### src/rtl/flag_alu_pkg.sv
package flag_alu_pkg;

  localparam int OP_W = 4;
  typedef logic [OP_W-1:0] opcode_t;

  localparam opcode_t OP_ADDC = 4'd0;
  localparam opcode_t OP_SUBB = 4'd1;
  localparam opcode_t OP_AND  = 4'd2;
  localparam opcode_t OP_OR   = 4'd3;
  localparam opcode_t OP_XOR  = 4'd4;
  localparam opcode_t OP_CMP  = 4'd5;
  localparam opcode_t OP_BTST = 4'd6;
  localparam opcode_t OP_SHL  = 4'd7;
  localparam opcode_t OP_SHR  = 4'd8;
  localparam opcode_t OP_ROTL = 4'd9;
  localparam opcode_t OP_ROTR = 4'd10;
  localparam opcode_t OP_INCR = 4'd11;
  localparam opcode_t OP_DECR = 4'd12;

  typedef enum logic [2:0] {
    UNIT_ADD, UNIT_LOGIC, UNIT_SHIFT, UNIT_BTST, UNIT_HOLD
  } unit_e;

  typedef enum logic [1:0] {
    B_MEM, B_MEM_INV, B_ONE, B_ONES
  } bsel_e;

  typedef enum logic [1:0] {
    CIN_FLAG, CIN_ONE, CIN_ZERO
  } cinsel_e;

  typedef enum logic [1:0] {
    LOG_AND, LOG_OR, LOG_XOR
  } logic_e;

  // control-to-datapath strobes
  typedef struct packed {
    unit_e   unit;
    bsel_e   bSel;
    cinsel_e cinSel;
    logic_e  logicOp;
    logic    shiftLeft;
    logic    shiftThruC;
    logic    wrEn;
    logic    updC;
    logic    updV;
    logic    decErr;
  } strobe_t;

endpackage

### src/rtl/flag_alu_ctrl.sv
module flag_alu_ctrl
  import flag_alu_pkg::*;
(
  input  opcode_t opCode,
  input  logic    decIn,
  output strobe_t strobes
);

  always_comb begin
    strobes = '{unit: UNIT_HOLD, bSel: B_MEM, cinSel: CIN_FLAG,
                logicOp: LOG_AND, shiftLeft: 1'b0, shiftThruC: 1'b0,
                wrEn: 1'b0, updC: 1'b0, updV: 1'b0, decErr: 1'b0};
    case (opCode)
      OP_ADDC, OP_SUBB: begin
        if (decIn) begin
          strobes.decErr = 1'b1;
        end else begin
          strobes.unit = UNIT_ADD;
          strobes.bSel = (opCode == OP_SUBB) ? B_MEM_INV : B_MEM;
          strobes.wrEn = 1'b1;
          strobes.updC = 1'b1;
          strobes.updV = 1'b1;
        end
      end
      OP_AND, OP_OR, OP_XOR: begin
        strobes.unit = UNIT_LOGIC;
        strobes.wrEn = 1'b1;
        strobes.logicOp = (opCode == OP_AND) ? LOG_AND :
                          (opCode == OP_OR)  ? LOG_OR  : LOG_XOR;
      end
      OP_CMP: begin
        strobes.unit   = UNIT_ADD;
        strobes.bSel   = B_MEM_INV;
        strobes.cinSel = CIN_ONE;
        strobes.updC   = 1'b1;
      end
      OP_BTST: begin
        strobes.unit = UNIT_BTST;
        strobes.updV = 1'b1;
      end
      OP_SHL, OP_SHR, OP_ROTL, OP_ROTR: begin
        strobes.unit       = UNIT_SHIFT;
        strobes.shiftLeft  = (opCode == OP_SHL) || (opCode == OP_ROTL);
        strobes.shiftThruC = (opCode == OP_ROTL) || (opCode == OP_ROTR);
        strobes.wrEn       = 1'b1;
        strobes.updC       = 1'b1;
      end
      OP_INCR, OP_DECR: begin
        strobes.unit   = UNIT_ADD;
        strobes.bSel   = (opCode == OP_INCR) ? B_ONE : B_ONES;
        strobes.cinSel = CIN_ZERO;
        strobes.wrEn   = 1'b1;
      end
      default: ;
    endcase
  end

endmodule

### src/rtl/flag_alu_dpath.sv
module flag_alu_dpath
  import flag_alu_pkg::*;
#(
  parameter int DATA_W = 8
) (
  input  logic              clk,
  input  logic              rstN,
  input  logic              inValid,
  input  strobe_t           strobes,
  input  logic [DATA_W-1:0] regVal,
  input  logic [DATA_W-1:0] memVal,
  input  logic              carryIn,
  input  logic              overflowIn,
  output logic              outValid,
  output logic [DATA_W-1:0] result,
  output logic              flagN,
  output logic              flagZ,
  output logic              flagC,
  output logic              flagV,
  output logic              resultWe,
  output logic              decError
);

  localparam int MSB = DATA_W - 1;

  logic [DATA_W-1:0] bOp, logicRes, shiftRes, nextRes;
  logic [DATA_W:0]   sum;
  logic cinBit, addV, fillBit, shiftCout;
  logic nextN, nextZ, nextC, nextV;

  always_comb begin
    case (strobes.bSel)
      B_MEM:     bOp = memVal;
      B_MEM_INV: bOp = ~memVal;
      B_ONE:     bOp = DATA_W'(1);
      default:   bOp = '1;
    endcase
    case (strobes.cinSel)
      CIN_FLAG: cinBit = carryIn;
      CIN_ONE:  cinBit = 1'b1;
      default:  cinBit = 1'b0;
    endcase
    sum  = {1'b0, regVal} + {1'b0, bOp} + {{DATA_W{1'b0}}, cinBit};
    addV = (regVal[MSB] == bOp[MSB]) && (sum[MSB] != regVal[MSB]);
  end

  always_comb begin
    case (strobes.logicOp)
      LOG_AND: logicRes = regVal & memVal;
      LOG_OR:  logicRes = regVal | memVal;
      default: logicRes = regVal ^ memVal;
    endcase
  end

  always_comb begin
    fillBit = strobes.shiftThruC & carryIn;
    if (strobes.shiftLeft) begin
      shiftRes  = {regVal[MSB-1:0], fillBit};
      shiftCout = regVal[MSB];
    end else begin
      shiftRes  = {fillBit, regVal[MSB:1]};
      shiftCout = regVal[0];
    end
  end

  always_comb begin
    case (strobes.unit)
      UNIT_ADD:   nextRes = sum[DATA_W-1:0];
      UNIT_LOGIC: nextRes = logicRes;
      UNIT_SHIFT: nextRes = shiftRes;
      UNIT_BTST:  nextRes = regVal & memVal;
      default:    nextRes = regVal;
    endcase
    nextZ = (nextRes == '0);
    nextN = (strobes.unit == UNIT_BTST) ? memVal[MSB] : nextRes[MSB];
    if (!strobes.updC)                   nextC = carryIn;
    else if (strobes.unit == UNIT_SHIFT) nextC = shiftCout;
    else                                 nextC = sum[DATA_W];
    if (!strobes.updV)                   nextV = overflowIn;
    else if (strobes.unit == UNIT_BTST)  nextV = memVal[MSB-1];
    else                                 nextV = addV;
  end

  always_ff @(posedge clk) begin
    if (!rstN) begin
      outValid <= 1'b0;
      resultWe <= 1'b0;
      decError <= 1'b0;
      result   <= '0;
      flagN    <= 1'b0;
      flagZ    <= 1'b0;
      flagC    <= 1'b0;
      flagV    <= 1'b0;
    end else begin
      outValid <= inValid;
      resultWe <= inValid & strobes.wrEn;
      decError <= inValid & strobes.decErr;
      if (inValid) begin
        result <= nextRes;
        flagN  <= nextN;
        flagZ  <= nextZ;
        flagC  <= nextC;
        flagV  <= nextV;
      end
    end
  end

endmodule

### src/rtl/flag_alu.sv
module flag_alu
  import flag_alu_pkg::*;
#(
  parameter int DATA_W = 8
) (
  input  logic              clk,
  input  logic              rstN,
  input  logic              inValid,
  input  logic [3:0]        opCode,
  input  logic [DATA_W-1:0] regVal,
  input  logic [DATA_W-1:0] memVal,
  input  logic              carryIn,
  input  logic              overflowIn,
  input  logic              decIn,
  output logic              outValid,
  output logic [DATA_W-1:0] result,
  output logic              flagN,
  output logic              flagZ,
  output logic              flagC,
  output logic              flagV,
  output logic              resultWe,
  output logic              decError
);

  strobe_t strobes;

  flag_alu_ctrl u_ctrl (
    .opCode  (opCode),
    .decIn   (decIn),
    .strobes (strobes)
  );

  flag_alu_dpath #(.DATA_W(DATA_W)) u_dpath (
    .clk        (clk),
    .rstN       (rstN),
    .inValid    (inValid),
    .strobes    (strobes),
    .regVal     (regVal),
    .memVal     (memVal),
    .carryIn    (carryIn),
    .overflowIn (overflowIn),
    .outValid   (outValid),
    .result     (result),
    .flagN      (flagN),
    .flagZ      (flagZ),
    .flagC      (flagC),
    .flagV      (flagV),
    .resultWe   (resultWe),
    .decError   (decError)
  );

endmodule

### config.mk
export PLATFORM = sky130hd
export DESIGN_NAME = flag_alu
export DESIGN_NICKNAME = d
export VERILOG_FILES = /design/src/rtl/flag_alu_pkg.sv /design/src/rtl/flag_alu_ctrl.sv /design/src/rtl/flag_alu_dpath.sv /design/src/rtl/flag_alu.sv
export SDC_FILE = /design/constraint.sdc
export NUM_CORES = 1
export LEC_CHECK = 0
export BUFFER_PORTS_ARGS = -buffer_cell sky130_fd_sc_hd__buf_2
export CORE_MARGIN = 2
export CORE_UTILIZATION = 55
export DETAILED_ROUTE_END_ITERATION = 7
export GPL_TIMING_DRIVEN = 0
export PLACE_DENSITY = 0.8
export SLEW_MARGIN = 10
export SYNTH_ARGS = -nofsm -noshare
export SYNTH_HDL_FRONTEND = slang
export SYNTH_SLANG_ARGS = --single-unit
export TNS_END_PERCENT = 50
### constraint.sdc
create_clock -name clk -period 4.85 [get_ports clk]
set_clock_uncertainty 0.05 [all_clocks]
set_input_delay 0.97 -clock clk [delete_from_list [all_inputs] [get_ports clk]]
set_output_delay 0.97 -clock clk [all_outputs]
set_load 0.02 [all_outputs]
==> results.sh <==
export IMPL_final_common_cell="buf_2"
export IMPL_wl_mm=5.889
export IMPL_synth_top_flop_cell="dfxtp_1"
export IMPL_p_sw_frac=0.3965
export IMPL_syn_area_per_cell_um2=7.747
export IMPL_clk_pin_slew_worst_paths_ns=0.05
export IMPL_finalInstanceArea_um2=2446
export IMPL_mappedNetlistArea_um2=2138
export IMPL_antenna_found_initial=0
export IMPL_initialDrtViolationCount=240
export IMPL_syn_num_nets=327
export IMPL_final_cell_mix="45 x buf_2, 26 x nand2_1, 23 x inv_1, 23 x ha_1, 18 x a21oi_1"
export IMPL_postSynth_asyncResetShare=0
export IMPL_hp_start="u_dpath.flagZ"
export IMPL_num_antenna_cells=0
export IMPL_clk_latency_ns=0.25
export IMPL_final_net_count=371
export IMPL_initial_core_util=0.5797
export IMPL_p_clk_frac=0.211
export IMPL_yosysUniqueCellTypes=65
export IMPL_synth_seq_cells=15
export IMPL_cts_made_buffers=3
export IMPL_yosysWarnings=0
export IMPL_crit_arrival_ns=4.64
export IMPL_finalSetupViolCount=0
export IMPL_synth_cells=276
export IMPL_dieArea_um2=4402
export IMPL_critPathSlowestCell="a2111oi_1"
export IMPL_yosys_top_cells_area="dfxtp_1 14%, ha_1 13%, nand2_1 4.7%, a21oi_1 4.2%, inv_1 4.0%"
export IMPL_p_seq_frac=0.282
export IMPL_hold_viol=0
export IMPL_crit_end="u_dpath.flagZ"
export IMPL_maxSlewViolCount=0
export IMPL_maxCapViolCount=0
export IMPL_fp_coreArea_um2=3689
export IMPL_regArea_um2=300.3
export IMPL_holdBufCountCts=0
export IMPL_clock_tree_buffer_depth=2
export IMPL_p_int_uw=291.5
export IMPL_min_period_ns=4.503
export IMPL_post_cts_setup_buffer_count=0
export IMPL_path_max_fanout=10
export IMPL_drive_above_1_share=0.1975
export IMPL_io_pin_count=41
export IMPL_synth_top_cell_by_area="dfxtp_1"
export IMPL_powerDensity_nw_per_um2=197.5
export IMPL_dpl_cell_area_um2=2394
export IMPL_post_drt_wl_per_cell_um=16.05
export IMPL_max_clock_freq_mhz=222.1
export IMPL_drc_errors=0
export IMPL_gp_congestion=0.9420
export IMPL_seq_area_frac_synth=0.1404
export IMPL_grt_first_pass_wirelength_mm=9.777
export IMPL_r2r_end="u_dpath.result[2]"
export IMPL_n_fill_cell=351
export IMPL_dr_total_vias=2224
export IMPL_crit_type="primary input to register"
export IMPL_r2r_setup_slack_ns=4.11
export IMPL_die_y_um=66.35
export IMPL_max_stage_delay_ns=0.39
export IMPL_multiInputGateArea_um2=1654
export IMPL_relSlewSlack=0.5128
export IMPL_ant_nets=0
export IMPL_switching_power_uw=191.5
export IMPL_portBuffers=39
export IMPL_tightest_slew_ns=0.7292
export IMPL_grt_max_degree=11
export IMPL_grt_overflow=0
export IMPL_numClockSinks=15
export IMPL_hold_class="register to register"
export IMPL_leakagePower_uw=0.001140
export IMPL_grt_total_usage=0.2905
export IMPL_ir_drop_uv=131.0
export IMPL_cp_end_kind="register"
export IMPL_area_growth_synth_to_final_pct=14.39
export IMPL_finalCritPeriodShare=0.9285
export IMPL_r2r_start="u_dpath.result[2]"
export IMPL_via_per_inst=6.060
export IMPL_crit_path_start="opCode[0]"
export IMPL_crit_path_frequent_cell="buf_2"
export IMPL_synth_edf_count=0
export IMPL_clock_root_buffer="clkbuf_8"
export IMPL_p_comb_frac=0.507
export IMPL_row_count=22
export IMPL_cts_tree="built"
export IMPL_synth_top_cell_area_share=0.1404
export IMPL_h_tree_depth=1
export IMPL_grt_pass1_vias=2055
export IMPL_firstDrtPassIters=5
export IMPL_status="finished clean"
export IMPL_critPathLaunchType="primary input"
export IMPL_rsz0062_at_grt="no"
export IMPL_cp_cell_sequence="buf_2 -> buf_2 -> buf_2 -> buf_2 -> buf_2 -> nand2_1 -> o21ai_1 -> nand2_2 -> nand2_1 -> xnor2_1 -> ha_1 -> nor2b_1 -> a21bo_2 -> xor2_1 -> a221o_1 -> a2111oi_1 -> nand4_1 -> o21ai_1"
export IMPL_r2r_cells=3
export IMPL_cp_required_ns=4.98
export IMPL_power_uw=483.0
export IMPL_dpl_hpwl_mm=4.586
export IMPL_die_x_um=66.35
## area by class of cell
| type | count | area share |
|---|---|---|
| inverter | 23 | 0.03529 |
| tap | 48 | 0.02455 |
| timing repair buffer | 39 | 0.07980 |
| clock buffer | 4 | 0.01841 |
| multi-input combinational | 221 | 0.6762 |
| sequential | 15 | 0.1228 |
| buffer | 17 | 0.04297 |
## stage by stage
| step | util | hold slack [ns] | std cells | worst slack (ns) | setup TNS, ns |
|---|---|---|---|---|---|
| 5_1_grt | 0.6632 | 0.4396 | 367 | 0.1085 | 0 |
| 2_1_floorplan | - | 0.4978 | 276 | 0.7313 | 0 |
| 3_5_place_dp | 0.6489 | 0.4146 | 363 | -0.02452 | -0.03927 |
| 4_1_cts | 0.6611 | 0.4218 | 367 | 0.2266 | 0 |
| 3_3_place_gp | 0.6489 | 0.4093 | 363 | -0.02674 | -0.02674 |
| 6_report | 0.6632 | 0.4241 | 367 | 0.3470 | 0 |
## synth_stat cells (all sizes together) (5+ instances only)
library cell,count
ha,23
o21ai,18
inv,23
nand2b,8
clkbuf,6
nand3,8
nand3b,5
a21boi,5
o211ai,6
nand2,27
nor2,12
xnor2,9
a21oi,18
nor2b,6
buf,11
dfxtp,15
## power groups by stage
| stage | combinational (µW) | sequential (µW) | clock, µW |
|---|---|---|---|
| global placement | 236 | 139 | 0 |
| global route | 270 | 137 | 110 |
| finish | 245 | 136 | 102 |
| CTS | 241 | 136 | 103 |
| floorplan | 160 | 151 | 0 |
| detailed placement | 240 | 139 | 0 |
## metal layers
layer	GRT usage	up-vias	wire [µm]
met5	0	-	0
met2	0.4825	107	2664
met3	0.04600	15	511
met1	0.3837	1008	2591
met4	0.08673	0	122
li1	-	1094	-
## timing repair
item / 4_1_cts / 5_1_grt
setup endpoints to repair: 0 / 4
resized for setup: 0 / 3
endpoints found under the hold margin: 0 / 0
## how the worst min path moves through the flow
stage                              endpoint  cells after the start
after floorplan               u_dpath.flagZ                      2
after CTS                     u_dpath.flagZ                      2
final                         u_dpath.flagZ                      2
after global placement    u_dpath.result[0]                      1
after detailed placement  u_dpath.result[0]                      1
after global routing      u_dpath.result[5]                      1
## kinds of logic after synthesis
group                    after synthesis  synth area share
AO/OA/AOI/OAI                         86            0.2902
XOR/XNOR                              13           0.05325
adder cells (fa/ha/maj)               25            0.1533
buffers and inverters                 40           0.08952
flip-flops                            15            0.1404
multiplexers                           6           0.03101
AND/OR/NAND/NOR                       91            0.2423
## critical path, delay by kind of cell
family	cells	cell delay, ns
xor gates and xnor gates	2	0.31
AOI/OAI and AO/OA	5	1.29
buffers and inverters	5	1.11
and+or+nand+nor	5	0.66
adders and majority gates	1	0.28
## state kept, by name, indices dropped and copies added (netlist names)
register and cells:
u_dpath.outValid 1, u_dpath.result 8, u_dpath.flagC 1, u_dpath.decError 1, u_dpath.flagN 1, u_dpath.flagZ 1
u_dpath.flagV 1, u_dpath.resultWe 1
Power figures use the tool's default switching activity.
